## src/rtl/csr_pkg.sv

```systemverilog
// Package: shared encodings for the CSR access unit.
// Assumes a 32-bit instruction word with the standard field positions.
package csr_pkg;

    localparam logic [6:0] OPC_SYSTEM = 7'b1110011;

    // Operation selected by the low two bits of funct3.
    typedef enum logic [1:0] {
        CSR_NONE  = 2'b00,
        CSR_WRITE = 2'b01,
        CSR_SET   = 2'b10,
        CSR_CLEAR = 2'b11
    } csr_op_e;

    // Base address of the low halves; the high halves sit 0x80 above.
    localparam logic [11:0] CNT_LO_BASE = 12'hC00;
    localparam logic [11:0] CNT_HI_BASE = 12'hC80;

endpackage

```

## src/rtl/csr_decode.sv

```systemverilog
// Module: csr_decode
// Splits an instruction word into the CSR operation, its operand, the
// write-attempt flag and the environment-call/breakpoint flags.
// Assumes the immediate form takes its 5-bit value from the rs1 field.
module csr_decode
    import csr_pkg::*;
#(
    parameter int XLEN = 32
) (
    input  logic            instr_valid,
    input  logic [31:0]     instr,
    input  logic [XLEN-1:0] rs1_val,
    output logic            is_csr,
    output csr_op_e         op,
    output logic [XLEN-1:0] operand,
    output logic            write_try,
    output logic [11:0]     csr_addr,
    output logic            rd_nz,
    output logic            ecall,
    output logic            ebreak,
    output logic            sys_bad
);

    logic [6:0] opc;
    logic [2:0] f3;
    logic [4:0] rs1_f;
    logic [4:0] rd_f;
    logic       sys;

    // Pull the fields out of the word.
    always_comb begin
        opc      = instr[6:0];
        rd_f     = instr[11:7];
        f3       = instr[14:12];
        rs1_f    = instr[19:15];
        csr_addr = instr[31:20];
        sys      = instr_valid && (opc == OPC_SYSTEM);
    end

    // Classify the operation and choose the operand source.
    always_comb begin
        op        = csr_op_e'(f3[1:0]);
        is_csr    = sys && (f3[1:0] != 2'b00);
        operand   = f3[2] ? {{(XLEN-5){1'b0}}, rs1_f} : rs1_val;
        write_try = is_csr && ((op == CSR_WRITE) || (rs1_f != 5'd0));
        rd_nz     = (rd_f != 5'd0);
        ecall     = sys && (f3 == 3'b000) && (rs1_f == 5'd0) && (rd_f == 5'd0)
                    && (csr_addr == 12'd0);
        ebreak    = sys && (f3 == 3'b000) && (rs1_f == 5'd0) && (rd_f == 5'd0)
                    && (csr_addr == 12'd1);
        sys_bad   = sys && !is_csr && !ecall && !ebreak;
    end

endmodule

```

## src/rtl/csr_counters.sv

```systemverilog
// Module: csr_counters
// A bank of free-running counters, each advancing by one on its enable.
// Assumes the enable vector is already qualified by the caller.
module csr_counters #(
    parameter int NUM   = 3,
    parameter int CNT_W = 64
) (
    input  logic                      clk,
    input  logic                      rst_n,
    input  logic [NUM-1:0]            inc,
    output logic [NUM-1:0][CNT_W-1:0] cnt
);

    for (genvar i = 0; i < NUM; i++) begin : g_cnt
        // Clear on reset, otherwise add one when enabled.
        always_ff @(posedge clk) begin
            if (!rst_n)      cnt[i] <= '0;
            else if (inc[i]) cnt[i] <= cnt[i] + 1'b1;
        end

        AST_CNT_STEP: assert property (@(posedge clk) disable iff (!rst_n)
            rst_n && inc[i] |=> cnt[i] == $past(cnt[i]) + 1'b1);
        AST_CNT_HOLD: assert property (@(posedge clk) disable iff (!rst_n)
            rst_n && !inc[i] |=> $stable(cnt[i]));
    end

endmodule

```

## src/rtl/csr_modify.sv

```systemverilog
// Module: csr_modify
// Computes the new CSR value for write, set and clear.
// Assumes CSR_NONE leaves the value as it is.
module csr_modify
    import csr_pkg::*;
#(
    parameter int XLEN = 32
) (
    input  csr_op_e         op,
    input  logic [XLEN-1:0] old_val,
    input  logic [XLEN-1:0] operand,
    output logic [XLEN-1:0] new_val
);

    // Apply the read-modify-write rule.
    always_comb begin
        unique case (op)
            CSR_WRITE: new_val = operand;
            CSR_SET:   new_val = old_val | operand;
            CSR_CLEAR: new_val = old_val & ~operand;
            default:   new_val = old_val;
        endcase
    end

endmodule

```

## src/rtl/csr_access_unit.sv

```systemverilog
// Module: csr_access_unit (top)
// Executes CSR read/write/set/clear on a file of three 64-bit read-only
// counters (cycle, time, retired) plus one read/write scratch register,
// and flags environment calls, breakpoints and illegal accesses.
// Assumes the result is consumed combinationally in the issuing cycle.
module csr_access_unit
    import csr_pkg::*;
#(
    parameter int          XLEN         = 32,
    parameter logic [11:0] SCRATCH_ADDR = 12'h800
) (
    input  logic            clk,
    input  logic            rst_n,
    input  logic            instr_valid,
    input  logic [31:0]     instr,
    input  logic [XLEN-1:0] rs1_val,
    input  logic            retire,
    input  logic            tick_en,
    output logic [XLEN-1:0] rd_data,
    output logic            rd_we,
    output logic            env_call,
    output logic            env_break,
    output logic            illegal
);

    localparam int NUM_CNT = 3;
    localparam int CNT_W   = 2 * XLEN;

    logic                          is_csr;
    csr_op_e                       op;
    logic [XLEN-1:0]               operand;
    logic                          write_try;
    logic [11:0]                   addr;
    logic                          rd_nz;
    logic                          sys_bad;
    logic [NUM_CNT-1:0][CNT_W-1:0] cnt;
    logic [XLEN-1:0]               scratch_q;
    logic [XLEN-1:0]               scratch_d;
    logic [XLEN-1:0]               old_val;
    logic                          ro_hit;
    logic                          scr_hit;
    logic                          scr_we;

    csr_decode #(.XLEN(XLEN)) u_dec (
        .instr_valid (instr_valid),
        .instr       (instr),
        .rs1_val     (rs1_val),
        .is_csr      (is_csr),
        .op          (op),
        .operand     (operand),
        .write_try   (write_try),
        .csr_addr    (addr),
        .rd_nz       (rd_nz),
        .ecall       (env_call),
        .ebreak      (env_break),
        .sys_bad     (sys_bad)
    );

    // Index 0 cycle, 1 time, 2 retired.
    csr_counters #(.NUM(NUM_CNT), .CNT_W(CNT_W)) u_cnt (
        .clk   (clk),
        .rst_n (rst_n),
        .inc   ({retire, tick_en, 1'b1}),
        .cnt   (cnt)
    );

    csr_modify #(.XLEN(XLEN)) u_mod (
        .op      (op),
        .old_val (scratch_q),
        .operand (operand),
        .new_val (scratch_d)
    );

    // Address decode and read multiplexer over the counter halves.
    always_comb begin
        ro_hit  = 1'b0;
        old_val = '0;
        scr_hit = (addr == SCRATCH_ADDR);
        for (int i = 0; i < NUM_CNT; i++) begin
            if (addr == CNT_LO_BASE + 12'(i)) begin
                ro_hit  = 1'b1;
                old_val = cnt[i][XLEN-1:0];
            end
            if (addr == CNT_HI_BASE + 12'(i)) begin
                ro_hit  = 1'b1;
                old_val = cnt[i][CNT_W-1:XLEN];
            end
        end
        if (scr_hit) old_val = scratch_q;
    end

    // Legality, writeback and scratch write enable.
    always_comb begin
        illegal = sys_bad || (is_csr && (!(ro_hit || scr_hit) || (ro_hit && write_try)));
        rd_we   = is_csr && !illegal && rd_nz;
        rd_data = is_csr ? old_val : '0;
        scr_we  = is_csr && !illegal && write_try && scr_hit;
    end

    // Scratch register storage.
    always_ff @(posedge clk) begin
        if (!rst_n)      scratch_q <= '0;
        else if (scr_we) scratch_q <= scratch_d;
    end

    AST_FLAGS_ONEHOT: assert property (@(posedge clk) disable iff (!rst_n)
        $onehot0({env_call, env_break, illegal}));
    AST_ILLEGAL_NO_WB: assert property (@(posedge clk) disable iff (!rst_n)
        illegal |-> !rd_we);
    AST_ILLEGAL_KEEP: assert property (@(posedge clk) disable iff (!rst_n)
        rst_n && illegal |=> $stable(scratch_q));
    AST_X0_NO_WB: assert property (@(posedge clk) disable iff (!rst_n)
        (instr[11:7] == 5'd0) |-> !rd_we);
    AST_IDLE_QUIET: assert property (@(posedge clk) disable iff (!rst_n)
        !instr_valid |-> !(env_call || env_break || illegal || rd_we));

endmodule

```

## config.mk

```make
export PLATFORM = sky130hd
export DESIGN_NAME = csr_access_unit
export DESIGN_NICKNAME = d
export VERILOG_FILES = /design/src/rtl/csr_pkg.sv /design/src/rtl/csr_decode.sv /design/src/rtl/csr_counters.sv /design/src/rtl/csr_modify.sv /design/src/rtl/csr_access_unit.sv
export SDC_FILE = /design/constraint.sdc
export NUM_CORES = 1
export LEC_CHECK = 0
export CAP_MARGIN = 20
export CORE_AREA = 8 8 161 163
export CTS_BUF_LIST = sky130_fd_sc_hd__clkbuf_2
export DETAILED_ROUTE_END_ITERATION = 8
export DIE_AREA = 0 0 169 171
export PLACE_DENSITY = 0.79
export SLEW_MARGIN = 20
export SYNTH_ARGS = -nofsm -noshare
export SYNTH_HDL_FRONTEND = slang
export SYNTH_SLANG_ARGS = --single-unit
export TNS_END_PERCENT = 1
```

## constraint.sdc

```tcl
create_clock -name clk -period 2.9 [get_ports clk]
set_input_delay 0.58 -clock clk [delete_from_list [all_inputs] [get_ports clk]]
set_output_delay 0.58 -clock clk [all_outputs]
set_load 0.1 [all_outputs]
```

After elaboration in Yosys (flattened, before gate mapping):

Index checks and enable logic that the tools add are counted.

* add/sub/neg operators: 3
* eq/ne operators: 12
* muxes and demuxes: 16
* bitwise gates (word level): 3
* reductions and logical operators: 35

Operator list (number)
* two-way mux 32 bit: 9
* adder 64 x 1 -> 64 bit, second input constant: 3
* case mux 32 bit (3 select lines): 1
* == test 12 bit, second input constant: 7
* bitwise AND 32 bit: 1
* inverter 32 bit: 1
* OR 32 bit: 1
* logical AND 1 bit: 17
* == test 12 x 1 -> 1 bit, second input constant: 1
* zero test 12 bit: 1
* zero test 5 bit: 2
* nonzero test 5 bit: 2
* == test 7 bit, second input constant: 1
* two-way mux 1 bit: 6
* zero test 1 bit: 5
* == test 2 bit, second input constant: 2
* logical OR 1 bit: 4
* zero test 3 bit: 1
* nonzero test 3 bit: 1
* == test 2 x 1 -> 1 bit, second input constant: 1
* AND reduction 2 bit: 1
* nonzero test 2 bit: 1

* register bits after elaboration: 224
* input port bits: 69
* output and inout bits: 36
* word-level logic and storage cells: 73

Depth between registers and ports, before layout:

* depth after elaboration: 17
* mapped depth: 10
* gate-level depth less buffers: 6

By module:

From an unflattened synthesis, not the netlist that was laid out.

* cell total of the unflattened synthesis: 1793
* area total of the unflattened synthesis: 13984.7 µm²

Modules (own cells, without submodules)
* csr_counters: times used 1, cells an instance 1104, area each 9187.6 µm², seq. area each 3843.7 µm²
* csr_access_unit: times used 1, cells an instance 478, area each 3394.5 µm², seq. area each 640.6 µm²
* csr_modify: times used 1, cells an instance 142, area each 928.4 µm², seq. area each 0.0 µm²
* csr_decode: times used 1, cells an instance 69, area each 474.2 µm², seq. area each 0.0 µm²

Worst setup path before layout:

No wires, ideal clock.

* kind: input port to output port
* start: input instr[24]
* end: output rd_we
* arrival time: 5.248 ns
* required time: 2.320 ns
* slack: -2.928 ns
* cell stages on the path: 5
* path buffers: 0
* cells stage by stage: or4_4 > or4_4 > or4_1 > o2bb2ai_1 > nor3b_1

* cells in the longest elaborated chain, start to end: 15
* elaborated cells between the ends (all ways): 30
* those cells by class: eq/ne (8); mux (6); reduce/logical (16)

Ends and longest elaborated chain
* from (decl): RTL line csr_access_unit.sv:15 `input logic [31:0] instr,`
* == test 12 bit: RTL line csr_access_unit.sv:80 `if (addr == CNT_LO_BASE + 12'(i)) begin`
* two-way mux 1 bit: RTL line csr_access_unit.sv:80
* two-way mux 1 bit: RTL line csr_access_unit.sv:84 `if (addr == CNT_HI_BASE + 12'(i)) begin`
* two-way mux 1 bit: RTL line csr_access_unit.sv:80
* two-way mux 1 bit: RTL line csr_access_unit.sv:84
* two-way mux 1 bit: RTL line csr_access_unit.sv:80
* two-way mux 1 bit: RTL line csr_access_unit.sv:84
* logical OR 1 bit: RTL line csr_access_unit.sv:94 `illegal = sys_bad || (is_csr && (!(ro_hit || scr_hit) || (ro_hit && write_try)));`
* zero test 1 bit: RTL line csr_access_unit.sv:94
* logical OR 1 bit: RTL line csr_access_unit.sv:94
* logical AND 1 bit: RTL line csr_access_unit.sv:94
* logical OR 1 bit (*): RTL line csr_access_unit.sv:94
* via illegal: RTL line csr_access_unit.sv:23 `output logic illegal`
* zero test 1 bit (*): RTL line csr_access_unit.sv:95 `rd_we = is_csr && !illegal && rd_nz;`
* logical AND 1 bit (*) (2 in a row): RTL line csr_access_unit.sv:95
* to (decl): RTL line csr_access_unit.sv:20 `output logic rd_we,`

Mark *: on every way through the listed nets, which the timed path passes. The rest lies on a longest branch.

Final worst setup path:

* start: input instr[29]
* end: output rd_data[29]

* cells in the longest elaborated chain, start to end: 9
* elaborated cells between the ends (all ways): 15
* those cells by class: eq/ne (7); mux (8)

Ends and longest elaborated chain
* == test 12 bit: RTL line csr_access_unit.sv:80
* two-way mux 32 bit: RTL line csr_access_unit.sv:80
* two-way mux 32 bit: RTL line csr_access_unit.sv:84
* two-way mux 32 bit: RTL line csr_access_unit.sv:80
* two-way mux 32 bit: RTL line csr_access_unit.sv:84
* two-way mux 32 bit: RTL line csr_access_unit.sv:80
* two-way mux 32 bit: RTL line csr_access_unit.sv:84
* two-way mux 32 bit (*): RTL line csr_access_unit.sv:89 `if (scr_hit) old_val = scratch_q;`
* two-way mux 32 bit (*): RTL line csr_access_unit.sv:96 `rd_data = is_csr ? old_val : '0;`
* to (decl): RTL line csr_access_unit.sv:19 `output logic [XLEN-1:0] rd_data,`

Mark *: on every way between the ends. The rest lies on a longest branch, timed or not.

==> impl_metrics.toml <==
[timing]
tightest_slew_ns = 0.981
drv_slew = 0
max_freq_mhz = 299
rsz0062_at_grt = "true"
setup_viol = 36
fin_crit_sh_pct = 115
setup_ws_ns = -0.445
slew_headroom_pct = 34.6
whs_ns = 0.243
finClkSkew_ns = 0.0927
period_needed_ns = 3.35
hold_viol_final = 0

[flow_run]
max_cap_viol_count = 0

[run_status]
failed_checks = "setup timing"
status = "finished, violations left"

[setup_path]
slowest_delay_ns = 0.55
critPathKind = "in2out"
crit_top_cell = "buf_12"
cp-start-kind = "primary input"
cp.buffers_inverters = 5
crit_chain = "buf_6, or4_4, or4_4, buf_6, nor2_4, buf_12, buf_12, a21oi_4, o22ai_4, buf_12"
cp_top_family = "simple AND/OR/NAND/NOR gates"
slowest_stage = "or4_4"
endpoint_kind = "primary output"
worstPathArrival_ns = 2.77
cp_max_fo = 6
required_ns = 2.32

[cts]
clk_latency_ns = 0.92
cts_buffer_depth = 3
htreeDepth = 2
cts_tree = "yes"
clock-root-buffer = "clkbuf_2"
cts.hold.buffers_added = 0
clock_sinks = 224
path_clk_slew_ns = 0.12
cts_made_buffers = 56

[yosys]
ys_ff_latch = 224
synth.distinct_cells = 49
synth_nets = 1667
yosys.area.top_type_share_pct = 35.4
ys_seq_area_share_pct = 35.4
synth_area_leaders = "dfxtp_1 (35%), a21oi_1 (6.2%), nor2_1 (4.9%)"
synth_edf_count = 0
syn_avg_cell_area_um2 = 7.94
yosysWarnings = 0
yosysTopAreaCell = "dfxtp_1"
async_flop_share_pct = 0
syn-cell-area_um2 = 12700
synth_flop_cell = "dfxtp_1"
netlist_instances = 1595

[power_and_ir_drop]
p_seq_share_pct = 54.8
ir_drop_uv = 278
power_leakage_nw = 5.24
pwr-share-comb_pct = 7.8
power_mw = 5.65
powerDensity_nw_per_um2 = 344
power_frac_clock_pct = 37.4
p_switching_mw = 1.58
p_int_mw = 4.08
netSwitchingFraction_pct = 27.9

[hold_path]
hold_path_class = "in2reg"

[routing]
drtAntennaViolNets = 0
drc = 0
viasPerCell = 6.42
firstDrtPassIters = 5
drt-initial-drc-count = 1718
wl_um = 45000
wl_per_cell_um = 21.2
route.vias.total = 13600

[floorplan]
num_io_pins = 105
core_um2 = 23300
die_area_um2 = 28900
die_x_um = 169
fp.dieH_um = 171
start_util_pct = 54.4
rows = 56

[final_layout]
syn_to_final_growth_pct = 29.7
layout-drive-gt1-share_pct = 21.0
nNetsFinal = 1842
final_cell_mix = "dfxtp_1 (224), nor2_1 (144), a21oi_1 (139)"
final_common_cell = "dfxtp_1"

[global_routing]
grt_antenna_before_repair = 1
grt_overflow = 0
grt_pass1_vias = 12900
grt_pass1_wl_um = 69700
grt_max_degree = 185
grt_use_total_pct = 29.9

[placement]
portBuffers = 104
dp_hpwl_um = 31600
gp_congestion = 0.955
-- power groups by stage --
stage / Clock (mW) / Combinational (mW) / Sequential (mW)
floorplan: 0 / 0.208 / 3.16
global placement: 0 / 0.413 / 3.17
finish: 2.12 / 0.441 / 3.10
detailed placement: 0 / 0.420 / 3.17
global route: 2.29 / 0.465 / 3.10
CTS: 2.13 / 0.421 / 3.10
-- Yosys cell counts (9+ instances only) --
cell,number
or4_1,34
inv_1,53
nor3_1,27
o32ai_2,20
o31ai_1,26
nand4_1,73
and3_1,14
xor2_1,44
or3_1,68
xnor2_1,50
or2_2,9
nand3_1,73
mux2_2,20
o21ai_0,81
and4_1,14
mux2i_1,37
o221ai_1,31
clkbuf_1,92
nand3b_1,27
a211o_1,13
dfxtp_1,224
nor4_1,27
a21oi_1,157
nand2_1,112
nor2b_1,16
nor2_1,165
o22ai_1,13
o32ai_1,25
-- cell families after synthesis --
family / synth area share (%)
flops: 35.4
mux: 4.88
simple gates: 28.4
compound gates: 19.6
fa+ha+maj: 0.296
xor+xnor: 6.50
buf+inv: 4.86
-- final cells by class --
type / count / area (µm²)
sequential: 224 / 4480
inverter: 53 / 201
multi-input combinational: 1214 / 8360
fill: 1844 / 6840
timing repair buffer: 221 / 2500
clock buffer: 77 / 385
tap: 319 / 399
antenna: 1 / 2.50
clock inverter: 15 / 87.6
-- per-stage QoR --
| step | setup WS, ns | utilization [%] | area [µm²] | cells | setup TNS (ns) |
|---|---|---|---|---|---|
| finish | -0.445 | 70.6 | 16400 | 2124 | -13.99 |
| global route | -0.475 | 70.6 | 16400 | 2124 | -15.28 |
| CTS | -0.553 | 69.1 | 16100 | 2121 | -17.39 |
| detailed placement | -0.759 | 66.1 | 15400 | 2023 | -42.50 |
| global placement | -0.738 | 66.1 | 15400 | 2023 | -39.44 |
| floorplan | -0.918 | - | 13000 | 1595 | -26.71 |
-- flip-flops by register name, summed over array words and instances, names as in the netlist --
| signal | flops |
|---|---|
| u_cnt.cnt | 192 |
| scratch_q | 32 |
-- worst paths after layout --
check	slack (ns)	from	endpoint	cells past startpoint
min reg2reg	0.48	scratch_q[2]	scratch_q[2]	2
min	0.24	rst_n	scratch_q[1]	5
max reg2reg	0.13	u_cnt.cnt[69]	u_cnt.cnt[125]	5
max	-0.45	instr[29]	rd_data[29]	10
-- worst min-delay path: cells and delay by family --
kind	cells	cell delay (ns)
simple gates	1	0.05
buf+inv	3	0.33
compound gates	1	0.11
-- routing by layer --
layer | global-route usage, % | part of all wire (%) | wire length, µm
met5 | 0 | 0 | 0
met4 | 13.5 | 4.4 | 1990
met3 | 5.85 | 8.8 | 3940
met2 | 50.7 | 48 | 21500
met1 | 36.4 | 39 | 17500
-- timing repair --
action / 4_1_cts / 5_1_grt
setup buffers: 3 / 1
pin swaps: 14 / 18
cloned: 3 / 2
setup endpoints to repair: 36 / 36
gates resized for setup: 53 / 54
Note: power is estimated with default switching activity, not from simulation.
